### config.mk
export PLATFORM = sky130hd
export DESIGN_NAME = burst_seq
export DESIGN_NICKNAME = d
export VERILOG_FILES = /design/src/rtl/burst_seq_pkg.sv /design/src/rtl/burst_seq_dp.sv /design/src/rtl/burst_seq_ctrl.sv /design/src/rtl/burst_seq.sv
export SDC_FILE = /design/constraint.sdc
export NUM_CORES = 1
export LEC_CHECK = 0
export ABC_AREA = 1
export BUFFER_PORTS_ARGS = -buffer_cell sky130_fd_sc_hd__buf_2
export CORE_MARGIN = 2
export CORE_UTILIZATION = 40
export CTS_BUF_LIST = sky130_fd_sc_hd__clkbuf_2 sky130_fd_sc_hd__clkbuf_4 sky130_fd_sc_hd__clkbuf_8
export DETAILED_ROUTE_END_ITERATION = 8
export GPL_ROUTABILITY_DRIVEN = 0
export HOLD_SLACK_MARGIN = 0.1
export PLACE_DENSITY = 0.53
export SETUP_SLACK_MARGIN = 0.15
export SLEW_MARGIN = 30
export SYNTH_ARGS = -nofsm -noshare
export SYNTH_HDL_FRONTEND = slang
export SYNTH_HIERARCHICAL = 1
export SYNTH_SLANG_ARGS = --single-unit
### constraint.sdc
create_clock -name clk -period 4.61 [get_ports clk]
set_input_delay 0 -clock clk [delete_from_list [all_inputs] [get_ports clk]]
set_output_delay 0 -clock clk [all_outputs]
set_load 0.05 [all_outputs]
### src/rtl/burst_seq_pkg.sv
package burst_seq_pkg;
  typedef enum logic [1:0] {
    ST_RUN   = 2'd0,
    ST_REST  = 2'd1,
    ST_PROBE = 2'd2
  } seqState_t;

  typedef struct packed {
    logic timerRun;
    logic probeRun;
  } seqStrobe_t;

  typedef struct packed {
    logic belowEntry;
    logic aboveExit;
    logic wakeDone;
    logic probeDone;
  } seqFlags_t;
endpackage

### src/rtl/burst_seq_dp.sv
module burst_seq_dp
  import burst_seq_pkg::*;
#(
  parameter int CODE_W       = 8,
  parameter int BURST_CODE   = 100,
  parameter int HYST_CODE    = 7,
  parameter int LOW_CODE     = 70,
  parameter int WAKE_CYCLES  = 100000,
  parameter int PROBE_CYCLES = 8
) (
  input  logic              clk,
  input  logic              rstN,
  input  logic [CODE_W-1:0] ctrlCode,
  input  seqStrobe_t        strobe,
  output seqFlags_t         flags
);
  localparam int WAKE_W  = $clog2(WAKE_CYCLES + 1);
  localparam int PROBE_W = $clog2(PROBE_CYCLES + 1);
  localparam logic [CODE_W-1:0]  ENTRY_CODE = CODE_W'(BURST_CODE - HYST_CODE);
  localparam logic [CODE_W-1:0]  EXIT_CODE  = CODE_W'(LOW_CODE);
  localparam logic [WAKE_W-1:0]  WAKE_LAST  = WAKE_W'(WAKE_CYCLES - 1);
  localparam logic [PROBE_W-1:0] PROBE_LAST = PROBE_W'(PROBE_CYCLES - 1);

  logic [WAKE_W-1:0]  wakeCnt;
  logic [PROBE_W-1:0] probeCnt;

  always_ff @(posedge clk or negedge rstN) begin
    if (!rstN)                 wakeCnt <= '0;
    else if (!strobe.timerRun) wakeCnt <= '0;
    else if (wakeCnt != WAKE_LAST) wakeCnt <= wakeCnt + 1'b1;
  end

  always_ff @(posedge clk or negedge rstN) begin
    if (!rstN)                 probeCnt <= '0;
    else if (!strobe.probeRun) probeCnt <= '0;
    else if (probeCnt != PROBE_LAST) probeCnt <= probeCnt + 1'b1;
  end

  always_comb begin
    flags.belowEntry = (ctrlCode < ENTRY_CODE);
    flags.aboveExit  = (ctrlCode > EXIT_CODE);
    flags.wakeDone   = strobe.timerRun && (wakeCnt == WAKE_LAST);
    flags.probeDone  = strobe.probeRun && (probeCnt == PROBE_LAST);
  end


  wake_bound_chk: assert property (@(posedge clk) disable iff (!rstN)
    wakeCnt <= WAKE_LAST);


  wake_restart_chk: assert property (@(posedge clk) disable iff (!rstN)
    (strobe.timerRun && !$past(strobe.timerRun)) |-> (wakeCnt == '0));


  probe_bound_chk: assert property (@(posedge clk) disable iff (!rstN)
    probeCnt <= PROBE_LAST);
endmodule

### src/rtl/burst_seq_ctrl.sv
module burst_seq_ctrl
  import burst_seq_pkg::*;
(
  input  logic       clk,
  input  logic       rstN,
  input  seqFlags_t  flags,
  output seqStrobe_t strobe,
  output logic       switchEn,
  output logic       probeReq,
  output logic       lowPower
);
  seqState_t state, stateNext;

  always_comb begin
    stateNext = state;
    unique case (state)
      ST_RUN:   if (flags.belowEntry) stateNext = ST_REST;
      ST_REST:  if (flags.wakeDone)   stateNext = ST_PROBE;
      ST_PROBE: if (flags.probeDone)
                  stateNext = flags.aboveExit ? ST_RUN : ST_REST;
      default:  stateNext = ST_RUN;
    endcase
  end

  always_ff @(posedge clk or negedge rstN) begin
    if (!rstN) state <= ST_RUN;
    else       state <= stateNext;
  end

  always_comb begin
    strobe.timerRun = (state == ST_REST);
    strobe.probeRun = (state == ST_PROBE);
    switchEn        = (state == ST_RUN);
    probeReq        = (state == ST_PROBE);
    lowPower        = (state != ST_RUN);
  end


  enter_rest_chk: assert property (@(posedge clk) disable iff (!rstN)
    (switchEn && flags.belowEntry) |=> (lowPower && !switchEn && !probeReq));


  rest_hold_chk: assert property (@(posedge clk) disable iff (!rstN)
    (state == ST_REST && !flags.wakeDone) |=> (lowPower && !probeReq));


  probe_exit_chk: assert property (@(posedge clk) disable iff (!rstN)
    (probeReq && flags.probeDone && flags.aboveExit) |=> (switchEn && !lowPower));


  probe_hold_chk: assert property (@(posedge clk) disable iff (!rstN)
    (probeReq && !flags.probeDone) |=> probeReq);
endmodule

### src/rtl/burst_seq.sv
module burst_seq
  import burst_seq_pkg::*;
#(
  parameter int CODE_W       = 8,
  parameter int BURST_CODE   = 100,
  parameter int HYST_CODE    = 7,
  parameter int LOW_CODE     = 70,
  parameter int WAKE_CYCLES  = 100000,
  parameter int PROBE_CYCLES = 8
) (
  input  logic              clk,
  input  logic              rstN,
  input  logic [CODE_W-1:0] ctrlCode,
  output logic              switchEn,
  output logic              probeReq,
  output logic              lowPower
);
  seqStrobe_t strobe;
  seqFlags_t  flags;

  burst_seq_dp #(
    .CODE_W(CODE_W), .BURST_CODE(BURST_CODE), .HYST_CODE(HYST_CODE),
    .LOW_CODE(LOW_CODE), .WAKE_CYCLES(WAKE_CYCLES), .PROBE_CYCLES(PROBE_CYCLES)
  ) dpInst (
    .clk(clk), .rstN(rstN), .ctrlCode(ctrlCode), .strobe(strobe), .flags(flags)
  );

  burst_seq_ctrl ctrlInst (
    .clk(clk), .rstN(rstN), .flags(flags), .strobe(strobe),
    .switchEn(switchEn), .probeReq(probeReq), .lowPower(lowPower)
  );
endmodule

* Word-level counts from Yosys, hierarchy flattened
Cells that the tools add are included.
Word-level totals: register bits after elaboration 23
Cells by class: reductions and logical operators 5, eq/ne operators 11, mux-type cells 9, magnitude comparators 2, add/subtract/negate cells 2
Operators with widths (number):
- 17-bit two-way mux | 2
- 17-bit by 1-bit adder with 17-bit output (second input constant) | 1
- 17-bit equality test (second input constant) | 1
- 17-bit != test (second input constant) | 1
- 8-bit by 7-bit > comparator with 1-bit output (second input constant) | 1
- 8-bit by 7-bit < comparator with 1-bit output (second input constant) | 1
- 4-bit two-way mux | 2
- 2-bit by 1-bit != test with 1-bit output (second input constant) | 4
- 2-bit two-way mux | 3
- 2-bit case mux with 3 select lines | 1
- 4-bit by 1-bit adder with 4-bit output (second input constant) | 1
- 4-bit by 3-bit equality test with 1-bit output (second input constant) | 1
- 4-bit by 3-bit != test with 1-bit output (second input constant) | 1
- 3-bit AND reduction | 1
- 2-bit by 1-bit equality test with 1-bit output (second input constant) | 1
- 2-bit equality test (second input constant) | 1
- 1-bit logical AND | 2
- 2-bit zero test | 1
- 2-bit != test (second input constant) | 1
- 2-bit nonzero test | 1
- 1-bit two-way mux | 1

* Depth between registers and ports, before layout
depth in word-level cells 4, depth in mapped cells 13, mapped depth without buffers 11

* By module
Netlist, hierarchy kept.
By module, submodules not included:
- burst_seq_dp | seq. area each 525.5 µm², cells each 190, area an instance 1295.0 µm², instances 1
- burst_seq_ctrl | seq. area each 50.0 µm², cells each 21, area an instance 138.9 µm², instances 1

* Worst setup path before layout
No wires, ideal clock.
path type register to register, from reg ctrlInst.state[1], to reg ctrlInst.state[0], data required time 4.544 ns, setup slack 2.663 ns, arrival time 1.881 ns, setup time 0.066 ns, stages on the path, launching flop included 12, path buffers 1, cells stage by stage dfrtp_1 > inv_1 > nor2_1 > buf_4 > inv_1 > nor2_1 > nand2_1 > inv_1 > inv_1 > nand3_1 > nand4_1 > nand2_1
RTL lines:
- start, declared | line burst_seq_ctrl.sv:12 | seqState_t state, stateNext;
- start signal, assigned | line burst_seq_ctrl.sv:27 | else state <= stateNext;

==> reports/qor.yml <==
grt:
  track_usage: 0.176
  grt_pass1_wl_mm: 5.60
  antenna_found_initial: 0
  grt_max_degree: 24
  grt_overflow_total: 0
  first_global_vias: 1230
power:
  vdd_drop_max_mv: 0.153
  leakage_nw: 0.777
  finalPower_mw: 0.313
  p_clk_frac: 0.313
  p_per_area_nw_per_um2: 196
  pwr-share-seq: 0.645
  p_comb_frac: 0.042
  p_sw_frac: 0.232
  netSwitchingPower_mw: 0.0725
  intPower_mw: 0.240
timing:
  rsz0062_at_grt: "no"
  worst_slack_ns: 2.37
  setup_viol: 0
  relSlewSlack: 0.641
  finalCritPeriodShare: 0.486
  worstMarginPinSlew_ns: 0.538
  max_freq_mhz: 446
  finalHoldViolCount: 0
  finalCriticalPeriod_ns: 2.24
  final_max_slew_viol_count: 0
  finClkSkew_ns: 0.00542
  tns_ns: 0
finish:
  layout-drive-gt1-share: 0.132
  area_growth_pct: 11.5
  antenna_cells: 0
  final_nets: 241
  layout_common_cells: "51 x nand2_1, 45 x nor2_1, 27 x inv_1"
  final_common_cell: "nand2_1"
  fin_util: 0.472
  design_area_um2: 1600
  final.fill_count: 350
floorplanning:
  die-width_um: 63.9
  chipHeight_um: 63.9
  row_count: 21
  coreArea_um2: 3390
  pin_count: 13
  start_util: 0.423
  die-area_um2: 4080
worst_setup_path:
  cp.required_ns: 4.88
  r2r_cells: 12
  path_cells: "inv_1, nand2_1, inv_1, nand3_1, nor2_1, nand3_2, inv_1, inv_1, nand3_1, nand4_1, dlygate4sd3_1, nand2_1"
  crit_fanout: 10
  r2r-start: "ctrlInst/state[1]$_DFFE_PN0P_"
  crit_path_end: "ctrlInst/state[0]$_DFFE_PN0P_"
  startpoint: "ctrlInst/state[1]$_DFFE_PN0P_"
  path_class: "reg2reg"
  critPathCaptureType: "flip-flop"
  cp-start-kind: "flip-flop"
  reg2reg_slack_ns: 2.37
  r2r-end: "ctrlInst/state[0]$_DFFE_PN0P_"
  critPathArrivalTime_ns: 2.51
  crit_path_top_delay_cell: "dlygate4sd3_1"
  slowest_delay_ns: 0.57
  crit_top_cell: "inv_1"
detailed_routing:
  antenna_left: 0
  wl_per_cell_um: 11.7
  drt-initial-drc-count: 89
  viasPerCell: 4.88
  drc: 0
  wl_mm: 3.20
  firstDrtPassIters: 4
  route.vias.total: 1338
synth:
  synth-compound-area-share: 0.0454
  syn_avg_cell_area_um2: 6.80
  synthXorXnorAreaFrac: 0.0244
  yosys_warnings: 6
  synthesis.area_um2: 1430
  ys_ff_latch: 23
  synth_top_family_by_area: "simple AND/OR/NAND/NOR gates"
  synth_mux_area_frac: 0
  synthesis.nets: 223
  synthAdderAreaFrac: 0.0175
  syn_inst: 211
  yosysSeqAreaShare: 0.401
  yosys.area_share.simple: 0.424
  yosysUniqueCellTypes: 21
clock_network:
  cts_root_buf: "clkbuf_4"
  cts_buffers: 3
  htree_levels: 1
  worstSkewPairLatency_ns: 0.32
  clk_pin_slew_worst_paths_ns: 0.13
  cts_tree: "built"
  cts.sinks: 23
  cts_max_path_buffers: 2
worst_hold_path:
  timing.hold.worst.class: "in2async"
place:
  dpl.hpwl_mm: 2.44
  io_buffers: 12
  place_area_um2: 1530
  dp_slack_ns: 2.99
status:
  outcome: "finished, final reports clean"
run:
  cap_violations: 0
[area by class of cell]
| cell class | count | area, um2 | share of cell area |
|---|---|---|---|
| multi-input cells | 157 | 733 | 0.459 |
| flip-flops and latches | 23 | 576 | 0.360 |
| inverters | 28 | 105 | 0.0657 |
| repair buffers | 16 | 100 | 0.0626 |
| well taps | 46 | 57.6 | 0.0360 |
| clock buffers | 3 | 22.5 | 0.0141 |
| clock inverters | 1 | 5.00 | 0.00313 |
[metal layers]
| layer | wire, um | global-route usage |
|---|---|---|
| met4 | 21 | 0.0435 |
| met5 | 0 | 0 |
| met3 | 127 | 0.0423 |
| met1 | 1530 | 0.228 |
| met2 | 1510 | 0.296 |
[synth_stat cells]
| library cell | number | share of area |
|---|---|---|
| nand2_1 | 51 | 0.13 |
| nor2_1 | 45 | 0.12 |
| inv_1 | 27 | 0.071 |
| dfrtp_1 | 23 | 0.40 |
| nand3_1 | 21 | 0.073 |
| nand4_1 | 6 | 0.026 |
| nor2_2 | 6 | 0.026 |
| nand2_2 | 5 | 0.022 |
| o21ai_0 | 5 | 0.017 |
| xor2_1 | 4 | 0.024 |
| a21oi_1 | 3 | 0.010 |
| buf_4 | 2 | 0.010 |
| ha_1 | 2 | 0.017 |
| nand3_2 | 2 | 0.014 |
| nor3_1 | 2 | 0.0070 |
| o21ai_1 | 2 | 0.0070 |
| a21o_1 | 1 | 0.0052 |
| buf_2 | 1 | 0.0035 |
| clkinv_1 | 1 | 0.0026 |
| o21bai_1 | 1 | 0.0052 |
| or2_2 | 1 | 0.0044 |
[metrics by stage]
step                hold WS [ns]  std cells
floorplan                 -0.296        211
global placement         0.00492        266
detailed placement        0.0158        266
CTS                        0.184        274
global route               0.198        274
finish                     0.171        274
[kinds of logic (layout without fill, tap and decap cells)]
family | Yosys count | count (layout)
flops | 23 | 23
compound gates | 12 | 12
simple gates | 139 | 139
buf+inv | 31 | 48
xor+xnor | 4 | 4
fa+ha+maj | 2 | 2
[worst min path at each step]
stage	end	cells past startpoint
2_1_floorplan	ctrlInst/state[0]$_DFFE_PN0P_	0
4_1_cts	ctrlInst/state[1]$_DFFE_PN0P_	2
3_5_place_dp	dpInst/wakeCnt[2]$_DFFE_PN0P_	1
3_3_place_gp	dpInst/wakeCnt[2]$_DFFE_PN0P_	1
6_report	ctrlInst/state[1]$_DFFE_PN0P_	2
5_1_grt	ctrlInst/state[1]$_DFFE_PN0P_	2
[flip-flops by register name (all words and copies together) (netlist names)]
signal           flops
ctrlInst/state       2
dpInst/probeCnt      4
dpInst/wakeCnt      17
[worst max-delay path, delay by kind of cell, from the launching register on]
kind	cells	cell delay, ns
and+or+nand+nor	7	0.67
DFF	1	0.44
buffers and inverters	5	1.06
[power groups by stage]
stage | clock network, mW | registers, mW | logic, mW
detailed placement | 0 | 0.206 | 0.0114
global placement | 0 | 0.206 | 0.0108
global route | 0.111 | 0.202 | 0.0153
finish | 0.0977 | 0.202 | 0.0132
floorplan | 0 | 0.206 | 0.00226
CTS | 0.103 | 0.202 | 0.0136
[what timing repair did]
action / CTS / global route
setup buffers: 0 / 0
hold buffers: 4 / 0
endpoints found under the hold margin: 24 / 0
gates resized for setup: 0 / 0
Note: power is estimated with default switching activity, not from simulation.
